$ cat config.mk
export PLATFORM = sky130hd
export DESIGN_NAME = card_socket_seq
export DESIGN_NICKNAME = d
export VERILOG_FILES = /design/src/rtl/card_socket_seq.sv
export SDC_FILE = /design/constraint.sdc
export NUM_CORES = 1
export LEC_CHECK = 0
export ABC_AREA = 1
export CAP_MARGIN = 10
export CORE_MARGIN = 1
export CORE_UTILIZATION = 49
export DETAILED_ROUTE_END_ITERATION = 16
export DONT_BUFFER_PORTS = 1
export GPL_ROUTABILITY_DRIVEN = 1
export GPL_TIMING_DRIVEN = 0
export PLACE_DENSITY = 0.7
export SYNTH_ARGS = -nofsm -noshare
export SYNTH_HDL_FRONTEND = slang
export SYNTH_SLANG_ARGS = --single-unit
$ cat constraint.sdc
create_clock -name clk -period 2.1 [get_ports clk]
set_input_delay 0.42 -clock clk [delete_from_list [all_inputs] [get_ports clk]]
set_output_delay 0.42 -clock clk [all_outputs]
set_load 0.01 [all_outputs]
$ cat src/rtl/card_socket_seq.sv
module card_socket_seq #(
  parameter int DEB_CYC    = 25000,
  parameter int SETTLE_CYC = 25000000,
  parameter int READY_CYC  = 1250000000,
  parameter int DISCH_CYC  = 2500000
) (
  input  logic       clk,
  input  logic       rst_n,
  input  logic [1:0] cd_n,
  input  logic       vs1_n,
  input  logic       vs2_n,
  input  logic       ready,
  input  logic       discharge_done,
  input  logic       vchg_req,
  input  logic       vchg_5v,
  input  logic [2:0] ev_clr,
  output logic       en_3v3,
  output logic       en_5v,
  output logic       if_en,
  output logic       st_present,
  output logic       st_volt,
  output logic       st_reject,
  output logic [2:0] ev_flags,
  output logic       irq
);
  localparam int TMAX = (SETTLE_CYC > READY_CYC)
                        ? ((SETTLE_CYC > DISCH_CYC) ? SETTLE_CYC : DISCH_CYC)
                        : ((READY_CYC > DISCH_CYC) ? READY_CYC : DISCH_CYC);
  localparam int CW = $clog2(TMAX + 1);
  localparam int DW = $clog2(DEB_CYC + 1);
  localparam logic [CW-1:0] SET_LIM = CW'(SETTLE_CYC - 1);
  localparam logic [CW-1:0] RDY_LIM = CW'(READY_CYC - 1);
  localparam logic [CW-1:0] DIS_LIM = CW'(DISCH_CYC - 1);
  localparam logic [DW-1:0] DEB_LIM = DW'(DEB_CYC - 1);

  typedef enum logic [2:0] {S_IDLE, S_SENSE, S_PWR, S_WAIT, S_ACT, S_DISCH, S_HOLD} st_t;

  st_t           state;
  logic [CW-1:0] tcnt;
  logic [DW-1:0] dcnt;
  logic          deb, deb_q, volt, chg, hold, rej;
  logic [2:0]    ev;
  logic          raw, ins, rem, fail_set, pwr;

  assign raw      = ~cd_n[0] & ~cd_n[1];
  assign ins      = deb & ~deb_q;
  assign rem      = ~deb & deb_q;
  assign fail_set = (state == S_WAIT) & deb & ~ready & (tcnt == RDY_LIM);
  assign pwr      = (state == S_PWR) | (state == S_WAIT) | (state == S_ACT);

  assign en_3v3     = pwr & ~volt;
  assign en_5v      = pwr & volt;
  assign if_en      = (state == S_WAIT) | (state == S_ACT);
  assign st_present = deb;
  assign st_volt    = volt;
  assign st_reject  = rej;
  assign ev_flags   = ev;
  assign irq        = |ev;

  always_ff @(posedge clk or negedge rst_n) begin
    if (!rst_n) begin
      deb   <= 1'b0;
      deb_q <= 1'b0;
      dcnt  <= '0;
    end else begin
      deb_q <= deb;
      if (raw == deb) dcnt <= '0;
      else if (dcnt == DEB_LIM) begin
        deb  <= raw;
        dcnt <= '0;
      end else dcnt <= dcnt + 1'b1;
    end
  end

  always_ff @(posedge clk or negedge rst_n) begin
    if (!rst_n) ev <= '0;
    else        ev <= (ev & ~ev_clr) | {fail_set, rem, ins};
  end

  always_ff @(posedge clk or negedge rst_n) begin
    if (!rst_n) begin
      state <= S_IDLE;
      tcnt  <= '0;
      volt  <= 1'b0;
      chg   <= 1'b0;
      hold  <= 1'b0;
      rej   <= 1'b0;
    end else begin
      tcnt <= tcnt + 1'b1;
      if (ins) rej <= 1'b0;
      case (state)
        S_IDLE:  if (deb) state <= S_SENSE;
        S_SENSE: begin
          if (!deb) state <= S_IDLE;
          else if (!vs2_n) begin
            state <= S_HOLD;
            rej   <= 1'b1;
          end else begin
            volt  <= vs1_n;
            state <= S_PWR;
            tcnt  <= '0;
          end
        end
        S_PWR: begin
          if (!deb) begin
            state <= S_DISCH;
            tcnt  <= '0;
          end else if (tcnt == SET_LIM) begin
            state <= S_WAIT;
            tcnt  <= '0;
          end
        end
        S_WAIT: begin
          if (!deb) begin
            state <= S_DISCH;
            tcnt  <= '0;
          end else if (ready) state <= S_ACT;
          else if (tcnt == RDY_LIM) begin
            hold  <= 1'b1;
            state <= S_DISCH;
            tcnt  <= '0;
          end
        end
        S_ACT: begin
          if (!deb) begin
            state <= S_DISCH;
            tcnt  <= '0;
          end else if (vchg_req && (vchg_5v != volt)) begin
            volt  <= vchg_5v;
            chg   <= 1'b1;
            state <= S_DISCH;
            tcnt  <= '0;
          end
        end
        S_DISCH: begin
          if (discharge_done || tcnt == DIS_LIM) begin
            chg  <= 1'b0;
            hold <= 1'b0;
            tcnt <= '0;
            if (deb && chg)       state <= S_PWR;
            else if (deb && hold) state <= S_HOLD;
            else                  state <= S_IDLE;
          end
        end
        S_HOLD:  if (!deb) state <= S_IDLE;
        default: state <= S_IDLE;
      endcase
      if (rem) begin
        chg  <= 1'b0;
        hold <= 1'b0;
      end
    end
  end
endmodule

==> impl_metrics.py, run 1 <==
metrics = {
    "synth": {
        "synth-seq-cells": 58,
        "yosys.area.top_type": "dfrtp_1",
        "synthDistinctLibCells": 33,
        "synth-edff-count": 0,
        "synth_top_area_share_pct": 41.08,
        "async_flop_share_pct": 100.0,
        "synth_commonest_cells": "102 x nand2_1, 102 x nor2_1, 58 x dfrtp_1, 58 x inv_1, 29 x nand3_1",
        "ys_top_cells_by_area": "dfrtp_1 41%, nand2_1 11%, nor2_1 11%",
        "yosysWarningCount": 0,
        "netlist_area_mm2": 0.003533,
        "postSynthAreaPerCell_um2": 7.211,
        "yosysSeqAreaShare_pct": 41.08,
        "syn_inst": 490,
        "synth_nets": 505,
        "synth_ff_type": "dfrtp_1",
    },
    "timing": {
        "final_max_slew_viol_count": 0,
        "tightestPinTransition_ns": 0.4459,
        "min_period_ns": 1.959,
        "holdWs_ns": 0.1528,
        "fmax_ghz": 0.5105,
        "period_share_pct": 93.28,
        "clock_skew_ns": 0.01443,
        "setup_viol": 0,
        "hold_viol_final": 0,
        "slew_headroom_pct": 70.21,
    },
    "final_layout": {
        "final_layout_size_suffix_gt1_share_pct": 10.98,
        "area_delta_synth_final_pct": 12.15,
        "antenna_cells": 0,
        "final_util_pct": 57.69,
        "final_area_mm2": 0.003963,
        "final_nets": 520,
    },
    "hold_path": {
        "hold_path_end": "ev_flags[0]$_DFF_PN0_",
        "hp-start": "ev_clr[0]",
        "min_path_cells": 1,
        "hold_class": "primary input to flop",
    },
    "setup_path": {
        "r2r_setup_slack_ns": 0.14,
        "rr_endpoint": "tcnt[14]$_DFF_PN0_",
        "worstSetupStartpointType": "flop",
        "critical_path_class": "flop to flop",
        "r2r-start": "tcnt[0]$_DFF_PN0_",
        "rr_worst_depth": 12,
        "arrival_ns": 2.19,
        "critPathMaxFanout": 10,
        "crit_required_ns": 2.33,
        "end_kind": "flop",
    },
    "clock_tree": {
        "clk_latency_ns": 0.34,
        "clockBufferDepth": 2,
        "clkTransAtPathRegs_ns": 0.08,
        "htreeDepth": 3,
        "root_buffer": "clkbuf_8",
        "cts_sinks": 58,
        "cts_inserted_buffers": 9,
        "cts_tree": "yes",
    },
    "floorplan": {
        "ios": 23,
        "die_area_mm2": 0.007554,
        "dieWidth_um": 86.92,
        "rows": 30,
        "initial_core_util_pct": 51.44,
        "fp.coreArea_mm2": 0.006869,
        "die_y_um": 86.92,
    },
    "place": {
        "io_buffers": 0,
        "dpl_cell_area_mm2": 0.003654,
        "post-dp-hpwl_mm": 6.211,
        "routabilityCongestion": 0.9096,
    },
    "grt": {
        "grt_overflow_total": 0,
        "grt_pass1_wl_mm": 13.59,
        "antenna_found_initial": 0,
        "grt_max_degree": 59,
        "grt_usage_pct": 23.60,
        "grt_pass1_vias": 2977,
    },
    "detailed_routing": {
        "routed_wirelength_mm": 8.212,
        "drt_iter0_markers": 221,
        "vias": 3233,
        "drcViolationCount": 0,
        "drtAntennaViolNets": 0,
        "post_drt_via_cell_ratio": 5.335,
        "firstDrtPassIters": 5,
        "wire_per_inst_um": 13.55,
    },
    "outcome": {
        "status": "complete, no violations",
    },
    "power": {
        "p_leak_nw": 1.763,
        "vdd_drop_max_mv": 0.4535,
        "power_density_mw_per_mm2": 945.3,
    },
    "job": {
        "maxCapViolCount": 0,
    },
}
flip-flops by register name, indices dropped and copies added, names as in the netlist, 3 cells and up:
| name | cells |
|---|---|
| dcnt | 15 |
| ev_flags | 3 |
| state | 3 |
| tcnt | 31 |
placed cells by master, fill, tap and decap left out, types with 3 or more instances in the layout:
| cell type | count |
|---|---|
| nand2_1 | 100 |
| nor2_1 | 100 |
| inv_1 | 58 |
| dfrtp_1 | 57 |
| nand3_1 | 29 |
| xor2_1 | 24 |
| nand4_1 | 19 |
| nor3_1 | 19 |
| nor2_2 | 15 |
| a21oi_1 | 12 |
| o21ai_0 | 9 |
| clkbuf_8 | 9 |
| nand2_2 | 5 |
| xnor2_1 | 5 |
| buf_2 | 3 |
| inv_2 | 3 |
| a31oi_1 | 3 |
| and3_1 | 3 |
| or2_2 | 3 |
layer usage:
metal	part of all wire (%)	vias up	global-route usage [%]	wire length [um]
li1	-	1592	-	-
met1	48	1531	33.01	3941
met2	45	94	35.50	3660
met3	5.1	16	3.791	416
met4	2.4	0	11.67	194
met5	0	-	0	0
cell type report:
type / instances / area, um^2
buffer: 6 / 48.80
inverter: 61 / 229.0
clock inverter: 7 / 101.3
clock buffer: 9 / 123.9
sequential: 58 / 1453
tap: 96 / 120.1
timing repair buffer: 4 / 65.06
multi-input combinational: 365 / 1822
fill: 664 / 2907
what timing repair did:
item                                    in CTS  in global routing
endpoints found under the hold margin       58                  0
hold buffers                                 2                  0
gates resized for setup                      0                  7
endpoints found under the setup margin       0                 29
setup buffers                                0                  2
worst max path at each step:
stage | start | to | slack (ns) | cells past startpoint
global placement | tcnt[0]$_DFF_PN0_ | tcnt[20]$_DFF_PN0_ | 0.05 | 10
global route | tcnt[0]$_DFF_PN0_ | tcnt[8]$_DFF_PN0_ | -0.02 | 12
finish | tcnt[0]$_DFF_PN0_ | tcnt[14]$_DFF_PN0_ | 0.14 | 12
detailed placement | tcnt[0]$_DFF_PN0_ | tcnt[14]$_DFF_PN0_ | 0.03 | 12
floorplan | tcnt[0]$_DFF_PN0_ | tcnt[4]$_DFF_PN0_ | 0.32 | 12
CTS | tcnt[0]$_DFF_PN0_ | tcnt[20]$_DFF_PN0_ | 0.009 | 10
through the flow:
| stage | cells | power [mW] | worst slack [ns] | TNS, ns |
|---|---|---|---|---|
| after global routing | 606 | 3.982 | -0.01577 | -0.07480 |
| final | 606 | 3.746 | 0.1412 | 0 |
| after global placement | 586 | 2.440 | 0.05245 | 0 |
| after floorplan | 490 | 2.219 | 0.3190 | 0 |
| after detailed placement | 586 | 2.464 | 0.02808 | 0 |
| after CTS | 604 | 3.661 | 0.009196 | 0 |
kinds of logic (layout without fill, tap and decap cells):
logic type | count (synthesis) | after routing | synth area share [%]
compound gates | 35 | 35 | 5.807
simple gates | 299 | 299 | 37.43
xor+xnor | 29 | 29 | 7.188
buf+inv | 67 | 87 | 7.790
flops | 58 | 58 | 41.08
fa+ha+maj | 2 | 2 | 0.7081
worst max-delay path, cell delays in order, from the launching register on:
cell,delay [ns]
dfrtp_2,0.39
ha_1,0.20
nand2_2,0.10
nor2_4,0.13
nand2_2,0.10
nor2_2,0.14
nand3_1,0.13
nand2_1,0.08
nand2_1,0.08
nor2_2,0.16
buf_6,0.14
buf_8,0.15
nor2_2,0.04
where the power goes:
part           leakage [nW]  internal [mW]  switching (mW)
Sequential            0.773           1.24           0.125
Clock                 0.106          0.675           0.483
Combinational         0.884          0.466           0.753
(Power assumes the default switching activity.)
==> run 2, diff against run 1 <==
- PLACE_DENSITY: 0.7 -> not set
- RECOVER_POWER: not set -> 50
==> run 2 against run 1 <==
Effect of this change: wire length up 1.8%; clock skew down 0.0049 ns; critical path depth unchanged; global-route usage up 1.1 points; worst hold slack better by 0.0079 ns; critical endpoint is now tcnt[3]$_DFF_PN0_.
==> impl_metrics.py, run 2 (same netlist as run 1, synthesis figures left out) <==
metrics = {
    "timing": {
        "period_share_pct": 92.57,
        "fmax_ghz": 0.5144,
        "slew_headroom_pct": 13.77,
        "tightestPinTransition_ns": 1.293,
        "clock_skew_ns": 0.009512,
        "hold_viol_final": 0,
        "setup_viol": 0,
        "rsz0062_at_grt": "no",
        "final_max_slew_viol_count": 0,
        "min_period_ns": 1.944,
        "tns_ns": 0,
    },
    "outcome": {
        "status": "complete, no violations",
    },
    "setup_path": {
        "critical_path_class": "flop to flop",
        "crit_buf_inv": 2,
        "cp_slowest_cell": "dfrtp_1",
        "r2r_setup_slack_ns": 0.16,
        "arrival_ns": 2.18,
        "max_stage_delay_ns": 0.37,
        "path_cells": "ha_2 -> nand2_2 -> nor2_4 -> nand2_2 -> nor2_2 -> nand3_1 -> nand2_1 -> nand2_1 -> nor2_4 -> buf_6 -> buf_8 -> nor2_2",
        "rr_endpoint": "tcnt[3]$_DFF_PN0_",
        "end_kind": "flop",
        "rr_worst_depth": 12,
        "cp_top_family": "simple AND/OR/NAND/NOR gates",
        "crit_required_ns": 2.34,
        "r2r-start": "tcnt[1]$_DFF_PN0_",
        "critPathMaxFanout": 10,
        "worstSetupStartpointType": "flop",
    },
    "place": {
        "io_buffers": 0,
        "post-dp-hpwl_mm": 6.280,
        "dp.cells": 586,
        "routabilityCongestion": 0.8886,
    },
    "final_layout": {
        "final_layout_size_suffix_gt1_share_pct": 11.55,
        "biggestRegsByFlops": "tcnt (31), dcnt (15)",
        "final_common_cell": "nand2_1",
        "final_nets": 521,
        "largest_register_ffs": 31,
        "antenna_cells": 0,
        "final-instance-count-excl-fill": 607,
        "area_delta_synth_final_pct": 11.79,
        "final_util_pct": 57.50,
        "regMostFlops": "tcnt",
        "num-fill-cells": 674,
        "layout_common_cells": "100 x nand2_1, 98 x nor2_1, 58 x dfrtp_1",
    },
    "grt": {
        "grt_max_degree": 59,
        "antenna_found_initial": 0,
        "grt_overflow_total": 0,
        "grt_usage_pct": 24.71,
        "grt_pass1_vias": 3003,
        "met1_usage_pct": 31.02,
        "top_usage_layer": "met2",
        "grt_use_met2_pct": 40.52,
        "grt_pass1_wl_mm": 14.05,
        "grt_util_met3_pct": 5.498,
    },
    "floorplan": {
        "ios": 23,
        "die_y_um": 86.92,
        "dieWidth_um": 86.92,
        "rows": 30,
        "fp.coreArea_mm2": 0.006869,
        "initial_core_util_pct": 51.44,
        "die_area_mm2": 0.007554,
    },
    "hold_path": {
        "hold_path_end": "ev_flags[0]$_DFF_PN0_",
        "hold_class": "primary input to flop",
        "hp-start": "ev_clr[0]",
        "min_path_cells": 1,
    },
    "clock_tree": {
        "cts_tree": "yes",
        "clockBufferDepth": 2,
        "clkTransAtPathRegs_ns": 0.07,
        "htreeDepth": 3,
        "root_buffer": "clkbuf_8",
        "cts_inserted_buffers": 9,
        "cts_sinks": 58,
        "clk_latency_ns": 0.34,
    },
    "detailed_routing": {
        "drtAntennaViolNets": 0,
        "drcViolationCount": 0,
        "wire_per_inst_um": 13.77,
        "post_drt_via_cell_ratio": 5.175,
        "routed_wirelength_mm": 8.359,
        "drt_iter0_markers": 139,
        "firstDrtPassIters": 4,
        "vias": 3141,
    },
    "power": {
        "power_density_mw_per_mm2": 950.9,
        "vdd_drop_max_mv": 0.5541,
        "p_leak_nw": 1.763,
    },
    "job": {
        "maxCapViolCount": 0,
    },
}
run 2: cell count changes in the layout (fill, tap and decap cells not counted), sizes merged:
cell | before | now
clkinvlp | 2 | 1
buf | 8 | 10
clkbuf | 10 | 11
inv | 62 | 61
run 2: layer usage:
layer / vias up / share of wire (%) / routed length (um)
li1: 1600 / - / -
met1: 1462 / 46 / 3858
met2: 59 / 48 / 3979
met3: 20 / 3.4 / 286
met4: 0 / 2.8 / 235
met5: - / 0 / 0
run 2: what timing repair did:
| action | in CTS | in global routing |
|---|---|---|
| pin swaps | 0 | 2 |
| hold endpoints to repair | 58 | 0 |
| setup buffers | 1 | 2 |
| hold buffers | 2 | 0 |
| endpoints found under the setup margin | 20 | 32 |
| gates resized for setup | 1 | 9 |
run 2: metrics by stage:
| stage | area, um^2 | hold slack [ns] | total power [mW] | worst slack, ns |
|---|---|---|---|---|
| final | 3950 | 0.1608 | 3.756 | 0.1559 |
| after global routing | 3950 | 0.1525 | 4.006 | 0.01356 |
| after CTS | 3923 | 0.1483 | 3.659 | 0.007366 |
| after detailed placement | 3654 | 0.1258 | 2.448 | -0.08439 |
| after global placement | 3654 | 0.1255 | 2.441 | -0.07220 |
| after floorplan | 3533 | 0.1244 | 2.219 | 0.3190 |
run 2: worst max path at each step:
stage / start / to / slack [ns] / cells past startpoint
finish: tcnt[1]$_DFF_PN0_ / tcnt[3]$_DFF_PN0_ / 0.16 / 12
floorplan: tcnt[0]$_DFF_PN0_ / tcnt[4]$_DFF_PN0_ / 0.32 / 12
detailed placement: tcnt[0]$_DFF_PN0_ / tcnt[4]$_DFF_PN0_ / -0.08 / 12
CTS: tcnt[1]$_DFF_PN0_ / tcnt[3]$_DFF_PN0_ / 0.007 / 12
global route: tcnt[1]$_DFF_PN0_ / tcnt[8]$_DFF_PN0_ / 0.01 / 12
global placement: tcnt[0]$_DFF_PN0_ / tcnt[4]$_DFF_PN0_ / -0.07 / 12
run 2: layout make-up:
class,instances,area [um^2],share of cell area (%)
inverter,61,229.0,5.797
buffer,6,46.29,1.172
clock inverter,5,77.57,1.964
tap,96,120.1,3.041
sequential,58,1451,36.74
clock buffer,11,141.4,3.579
timing repair buffer,5,50.05,1.267
multi-input combinational,365,1834,46.44
run 2: worst register-to-register path, stage by stage (launching register included):
cell and delay, ns:
dfrtp_1 0.37, ha_2 0.20, nand2_2 0.09, nor2_4 0.13, nand2_2 0.09, nor2_2 0.18
nand3_1 0.13, nand2_1 0.08, nand2_1 0.09, nor2_4 0.13, buf_6 0.14, buf_8 0.16
nor2_2 0.04
run 2: power by group:
| part | switching [mW] | total (mW) | internal (mW) |
|---|---|---|---|
| clock network | 0.460 | 1.16 | 0.697 |
| registers | 0.123 | 1.37 | 1.24 |
| logic | 0.750 | 1.23 | 0.484 |
| total | 1.33 | 3.76 | 2.42 |
